==> config.mk <==
export PLATFORM = sky130hd
export DESIGN_NAME = wtCache
export DESIGN_NICKNAME = d
export VERILOG_FILES = /design/src/rtl/cachePkg.sv /design/src/rtl/cacheCtrl.sv /design/src/rtl/cacheDatapath.sv /design/src/rtl/wtCache.sv
export SDC_FILE = /design/constraint.sdc
export NUM_CORES = 2
export LEC_CHECK = 0
export CORE_MARGIN = 1.5
export CORE_UTILIZATION = 57
export DETAILED_ROUTE_END_ITERATION = 10
export DONT_BUFFER_PORTS = 1
export PLACE_DENSITY = 0.76
export RECOVER_POWER = 25
export SYNTH_ARGS = -nofsm -noshare
export SYNTH_HDL_FRONTEND = slang
export SYNTH_SLANG_ARGS = --single-unit
==> constraint.sdc <==
create_clock -name clk -period 4.1 [get_ports clk]
set_input_delay 0.615 -clock clk [delete_from_list [all_inputs] [get_ports clk]]
set_output_delay 0.615 -clock clk [all_outputs]
set_load 0.02 [all_outputs]
==> src/rtl/cachePkg.sv <==
package cachePkg;
  localparam int ADDR_W = 32;
  localparam int DATA_W = 32;
  localparam int TAG_W  = 20;
  localparam int WORD_W = ADDR_W - 2;

  typedef enum logic {ST_RUN, ST_MISS} ctrlState_t;

  typedef struct packed {
    logic captureMiss;
    logic fillLine;
    logic storeLine;
    logic pushWb;
    logic popWb;
    logic missPhase;
  } ctrlStrobes_t;
endpackage

==> src/rtl/cacheCtrl.sv <==
module cacheCtrl
  import cachePkg::*;
(
  input  logic         clk,
  input  logic         rstN,
  input  logic         reqValid,
  input  logic         reqWrite,
  input  logic         lineHit,
  input  logic         wbFull,
  input  logic         wbEmpty,
  input  logic         memAck,
  output logic         stall,
  output ctrlStrobes_t strobes
);
  ctrlState_t stateQ, stateNext;

  always_comb begin
    strobes           = '0;
    stall             = 1'b0;
    stateNext         = stateQ;
    strobes.missPhase = (stateQ == ST_MISS);
    // a buffered write completes whenever an ack arrives with entries queued
    strobes.popWb     = memAck && !wbEmpty;
    unique case (stateQ)
      ST_RUN: begin
        if (reqValid) begin
          if (reqWrite) begin
            if (wbFull) begin
              stall = 1'b1;
            end else begin
              strobes.storeLine = 1'b1;
              strobes.pushWb    = 1'b1;
            end
          end else if (!lineHit) begin
            stall               = 1'b1;
            strobes.captureMiss = 1'b1;
            stateNext           = ST_MISS;
          end
        end
      end
      ST_MISS: begin
        // the read is only outstanding once the buffer is empty
        if (memAck && wbEmpty) begin
          strobes.fillLine = 1'b1;
          stateNext        = ST_RUN;
        end else begin
          stall = 1'b1;
        end
      end
      default: stateNext = ST_RUN;
    endcase
  end

  always_ff @(posedge clk or negedge rstN) begin
    if (!rstN) stateQ <= ST_RUN;
    else       stateQ <= stateNext;
  end
endmodule

==> src/rtl/cacheDatapath.sv <==
module cacheDatapath
  import cachePkg::*;
#(
  parameter int IDX_W    = 10,
  parameter int WB_DEPTH = 4
) (
  input  logic                clk,
  input  logic                rstN,
  input  ctrlStrobes_t        strobes,
  input  logic [ADDR_W-1:0]   reqAddr,
  input  logic [DATA_W-1:0]   reqWdata,
  input  logic [TAG_W-1:0]    arrTagRd,
  input  logic [DATA_W-1:0]   arrDataRd,
  input  logic [DATA_W-1:0]   memRdata,
  output logic                lineHit,
  output logic                wbFull,
  output logic                wbEmpty,
  output logic [DATA_W-1:0]   rdata,
  output logic [IDX_W-1:0]    arrIdx,
  output logic                arrWe,
  output logic [TAG_W-1:0]    arrWtag,
  output logic [DATA_W-1:0]   arrWdata,
  output logic                memReq,
  output logic                memWe,
  output logic [ADDR_W-1:0]   memAddr,
  output logic [DATA_W-1:0]   memWdata
);
  localparam int LINES = 1 << IDX_W;
  localparam int PTR_W = (WB_DEPTH > 1) ? $clog2(WB_DEPTH) : 1;
  localparam int CNT_W = $clog2(WB_DEPTH + 1);

  logic [LINES-1:0]  validQ;
  logic [WORD_W-1:0] missWordQ;
  logic [WORD_W-1:0] lookWord;
  logic [TAG_W-1:0]  lookTag;
  logic [1:0]        unusedByteSel;

  logic [WORD_W-1:0] wbWordQ [WB_DEPTH];
  logic [DATA_W-1:0] wbDataQ [WB_DEPTH];
  logic [PTR_W-1:0]  headQ, tailQ;
  logic [CNT_W-1:0]  countQ;

  assign unusedByteSel = reqAddr[1:0];

  // lookup address: the held miss address while a miss is pending
  assign lookWord = strobes.missPhase ? missWordQ : reqAddr[ADDR_W-1:2];
  assign arrIdx   = lookWord[IDX_W-1:0];
  assign lookTag  = lookWord[WORD_W-1:WORD_W-TAG_W];
  assign lineHit  = validQ[arrIdx] && (arrTagRd == lookTag);

  assign arrWe    = strobes.storeLine || strobes.fillLine;
  assign arrWtag  = lookTag;
  assign arrWdata = strobes.fillLine ? memRdata : reqWdata;
  assign rdata    = strobes.fillLine ? memRdata : arrDataRd;

  always_ff @(posedge clk or negedge rstN) begin
    if (!rstN) begin
      validQ    <= '0;
      missWordQ <= '0;
    end else begin
      if (arrWe)               validQ[arrIdx] <= 1'b1;
      if (strobes.captureMiss) missWordQ      <= reqAddr[ADDR_W-1:2];
    end
  end

  // posted write buffer, first in first out
  assign wbFull  = (countQ == CNT_W'(WB_DEPTH));
  assign wbEmpty = (countQ == '0);

  always_ff @(posedge clk) begin
    if (strobes.pushWb) begin
      wbWordQ[tailQ] <= reqAddr[ADDR_W-1:2];
      wbDataQ[tailQ] <= reqWdata;
    end
  end

  always_ff @(posedge clk or negedge rstN) begin
    if (!rstN) begin
      headQ  <= '0;
      tailQ  <= '0;
      countQ <= '0;
    end else begin
      if (strobes.pushWb) tailQ <= (tailQ == PTR_W'(WB_DEPTH - 1)) ? '0 : tailQ + PTR_W'(1);
      if (strobes.popWb)  headQ <= (headQ == PTR_W'(WB_DEPTH - 1)) ? '0 : headQ + PTR_W'(1);
      countQ <= countQ + CNT_W'(strobes.pushWb) - CNT_W'(strobes.popWb);
    end
  end

  // buffered writes take the port first; the miss read follows once empty
  assign memReq   = !wbEmpty || strobes.missPhase;
  assign memWe    = !wbEmpty;
  assign memAddr  = wbEmpty ? {missWordQ, 2'b00} : {wbWordQ[headQ], 2'b00};
  assign memWdata = wbDataQ[headQ];
endmodule

==> src/rtl/wtCache.sv <==
module wtCache
  import cachePkg::*;
#(
  parameter int IDX_W    = 10,
  parameter int WB_DEPTH = 4
) (
  input  logic                clk,
  input  logic                rstN,
  input  logic                reqValid,
  input  logic                reqWrite,
  input  logic [31:0]         reqAddr,
  input  logic [31:0]         reqWdata,
  output logic [31:0]         rdata,
  output logic                stall,
  output logic [IDX_W-1:0]    arrIdx,
  input  logic [19:0]         arrTagRd,
  input  logic [31:0]         arrDataRd,
  output logic                arrWe,
  output logic [19:0]         arrWtag,
  output logic [31:0]         arrWdata,
  output logic                memReq,
  output logic                memWe,
  output logic [31:0]         memAddr,
  output logic [31:0]         memWdata,
  input  logic                memAck,
  input  logic [31:0]         memRdata
);
  ctrlStrobes_t strobes;
  logic         lineHit;
  logic         wbFull;
  logic         wbEmpty;
  logic         missPhase;

  assign missPhase = strobes.missPhase;

  cacheCtrl u_ctrl (
    .clk      (clk),
    .rstN     (rstN),
    .reqValid (reqValid),
    .reqWrite (reqWrite),
    .lineHit  (lineHit),
    .wbFull   (wbFull),
    .wbEmpty  (wbEmpty),
    .memAck   (memAck),
    .stall    (stall),
    .strobes  (strobes)
  );

  cacheDatapath #(.IDX_W(IDX_W), .WB_DEPTH(WB_DEPTH)) u_dp (
    .clk       (clk),
    .rstN      (rstN),
    .strobes   (strobes),
    .reqAddr   (reqAddr),
    .reqWdata  (reqWdata),
    .arrTagRd  (arrTagRd),
    .arrDataRd (arrDataRd),
    .memRdata  (memRdata),
    .lineHit   (lineHit),
    .wbFull    (wbFull),
    .wbEmpty   (wbEmpty),
    .rdata     (rdata),
    .arrIdx    (arrIdx),
    .arrWe     (arrWe),
    .arrWtag   (arrWtag),
    .arrWdata  (arrWdata),
    .memReq    (memReq),
    .memWe     (memWe),
    .memAddr   (memAddr),
    .memWdata  (memWdata)
  );
endmodule

==> impl_metrics.csv <==
group,metric,value,unit
status,status,"finished with violations",
status,violations,"capacitance limit, slew limit, setup timing",
final_layout,fill_cells,6570,
final_layout,utilization,68.1,%
yosys,yosys.area.top_type_share,47.4,%
yosys,yosysSeqAreaShare,60.7,%
power,ir_drop,448,uV
timing,worstMarginPinSlew,2.88,ns
yosys,synth_cell_types,68,
clock_network,clk_pin_slew,0.06,ns
timing,final.setup_skew,0.0282,ns
clock_network,cts_sinks,1310,
timing,fin_ws,-0.896,ns
setup_path,crit_type,"reg -> out",
yosys,synth_cells,4475,
yosys,synth_top_cells_by_area,"dfrtp_1 (47%), edfxtp_1 (13%), a21o_1 (11%), mux4_2 (3.5%), o21bai_1 (3.4%)",
routing,dr.pass1.iters,6,
final_layout,drive_gt1_share,19.1,%
clock_network,cts_htree_levels,4,
timing,drv_slew,483,
place,routabilityCongestion,0.933,
power,power,41.0,mW
timing,timing.slew.headroom,-92.2,%
yosys,synth-seq-cells,1310,
clock_network,cts_tree,"built",
power,p_leak,35.2,nW
worst_hold_path,hp-class,"in -> reg",
floorplan,fp.dieArea,100000,sq um
routing,via_per_inst,6.79,
worst_hold_path,whs_path_depth,2,
routing,drc,0,
routing,avgRoutedWirePerCell,28.3,um
setup_path,worstReg2RegEnd,"u_dp.missWordQ[2]",
setup_path,critPathMaxFanout,15,
global_route,grt_max_degree,1063,
global_route,first_global_vias,40800,
setup_path,arrival,4.38,ns
yosys,synth_edf_count,248,
setup_path,cp.required,3.48,ns
setup_path,cp-start-kind,"flop",
final_layout,mostFrequentLayoutCells,"dfrtp_1 (1059), a21o_1 (786), buf_4 (353), nand2_1 (329), o21bai_1 (257)",
routing,ant_nets,0,
worst_hold_path,whs_endpoint,"u_dp.missWordQ[8]",
clock_network,cts-root-buf,"clkbuf_16",
worst_hold_path,worstHoldStart,"reqAddr[10]",
floorplan,start_util,57.8,%
yosys,yosys_warnings,0,
timing,min_period,5.00,ns
setup_path,worstRegToRegCells,16,
floorplan,coreArea,97000,sq um
final_layout,area_growth,17.9,%
global_route,grt_usage,34.4,%
yosys,ys.flop_type,"dfrtp_1",
routing,drtIter0Drc,5501,
global_route,antenna_found_initial,9,
global_route,grt_first_pass_wirelength,258,mm
clock_network,clk_latency,0.76,ns
job,drv_cap,3,
place,hpwlAfterDp,105,mm
place,place_ws,-0.709,ns
timing,rsz0062_at_grt,"yes",
yosys,yosys.area.top_type,"dfrtp_1",
floorplan,ios,315,
global_route,grt.overflow.total,0,
clock_network,cts_buffers,135,
yosys,async_flop_share,81.1,%
timing,setup_violations,31,
yosys,syn_area,56000,sq um
timing,fmax,0.200,GHz
routing,routed_wl,173,mm
yosys,syn_avg_cell_area,12.5,sq um
floorplan,chipWidth,317,um
setup_path,end_kind,"primary output",
power,p_per_area,621,nW/um^2
timing,holdWs,0.0280,ns
routing,dr_total_vias,41500,
final_layout,mostFrequentLayoutCell,"dfrtp_1",
timing,finalSetupTns,-6.20,ns
final_layout,nets,4893,
setup_path,r2r-start,"u_ctrl.stateQ",
floorplan,fp.dieH,317,um
timing,finalHoldViolCount,0,
floorplan,rows,114,
timing,post-route-period-util,122,%
clock_network,cts_buffer_depth,3,
place,io_buffers,0,
setup_path,r2r_setup_slack,-0.21,ns
[Yosys cell counts, types with 53 or more instances]
cell         n
a21o_1     786
a21oi_1     83
a22o_1      83
a22oi_1     76
clkbuf_1   305
dfrtp_1   1062
edfxtp_1   248
mux2_2      53
mux2i_1    187
mux4_2      88
nand2_1    330
nor2_1      72
o21a_1      73
o21ai_0    197
o21bai_1   257
o22ai_1    101
[sequential cells by signal, indices dropped and copies added (netlist names)]
signal          count
u_dp.validQ      1024
u_dp.wbWordQ      120
u_dp.wbDataQ      128
u_ctrl.stateQ       1
u_dp.tailQ          2
u_dp.countQ         3
u_dp.missWordQ     30
u_dp.headQ          2
[worst max-delay path: stages, from the launching register on]
cell and delay, ns:
dfrtp_2 0.45, mux2i_4 0.27, buf_12 0.16, buf_16 0.15, buf_16 0.17, mux2i_1 0.36, o22ai_1 0.13, nor4_1 0.31
buf_4 0.17, nand4_1 0.18, a21oi_1 0.26, a31oi_1 0.16, nor4_4 0.36, buf_4 0.20, nand3_4 0.10, nand3_4 0.12
[cells by family after synthesis]
group,count (synthesis),share of synthesized area [%]
simple gates,661,5.55
buf+inv,403,2.99
compound gates,1741,22.2
mux,329,7.98
flops,1310,60.7
fa+ha+maj,8,0.192
xor+xnor,22,0.344
other cells,1,0.00669
[worst max-delay path by stage]
stage                   from    end  slack, ns  cells past startpoint
2_1_floorplan  u_ctrl.stateQ  stall      0.004                     18
3_5_place_dp      reqAddr[2]  stall      -0.71                     15
4_1_cts        u_ctrl.stateQ  stall      -0.76                     14
6_report       u_ctrl.stateQ  stall      -0.90                     15
3_3_place_gp      reqAddr[2]  stall      -0.74                     15
5_1_grt        u_ctrl.stateQ  stall      -0.95                     14
[timing repair]
action | 4_1_cts | 5_1_grt
hold buffers | 62 | 2
pin swaps | 34 | 7
cloned | 4 | 0
gates resized for setup | 89 | 12
setup endpoints to repair | 32 | 31
hold endpoints to repair | 1330 | 84
buffers inserted | 43 | 0
[where the power goes]
part	internal, mW	switching [mW]	leakage [nW]
sequential	14.3	0.877	17.0
clock	7.01	5.20	2.15
combinational	5.30	8.37	16.1
[stage by stage]
| stage | instance area, sq um | std cells |
|---|---|---|
| after floorplan | 56100 | 4476 |
| after global placement | 60000 | 5755 |
| after detailed placement | 60000 | 5755 |
| after CTS | 65900 | 6106 |
| after global routing | 66100 | 6118 |
| final | 66100 | 6118 |
[metal layers]
metal | wire [um] | vias up | share of wire [%] | global-route usage, %
met1 | 67300 | 21300 | 39 | 46.7
met2 | 76900 | 2623 | 44 | 51.0
li1 | - | 17000 | - | -
met4 | 9730 | 10 | 5.6 | 17.7
met5 | 127 | - | 0.073 | 0.473
met3 | 19200 | 553 | 11 | 9.18
[final cells by class]
type / count / area, sq um / share of cell area (%)
Antenna cell: 5 / 12.5 / 0.0189
Multi-Input combinational cell: 2764 / 21100 / 31.9
Clock inverter: 40 / 459 / 0.695
Tap cell: 1276 / 1600 / 2.42
Clock buffer: 202 / 3930 / 5.95
Sequential cell: 1310 / 34000 / 51.5
Inverter: 20 / 77.6 / 0.117
Timing Repair Buffer: 501 / 4890 / 7.41
No activity file was read; power rests on OpenSTA's default activity.
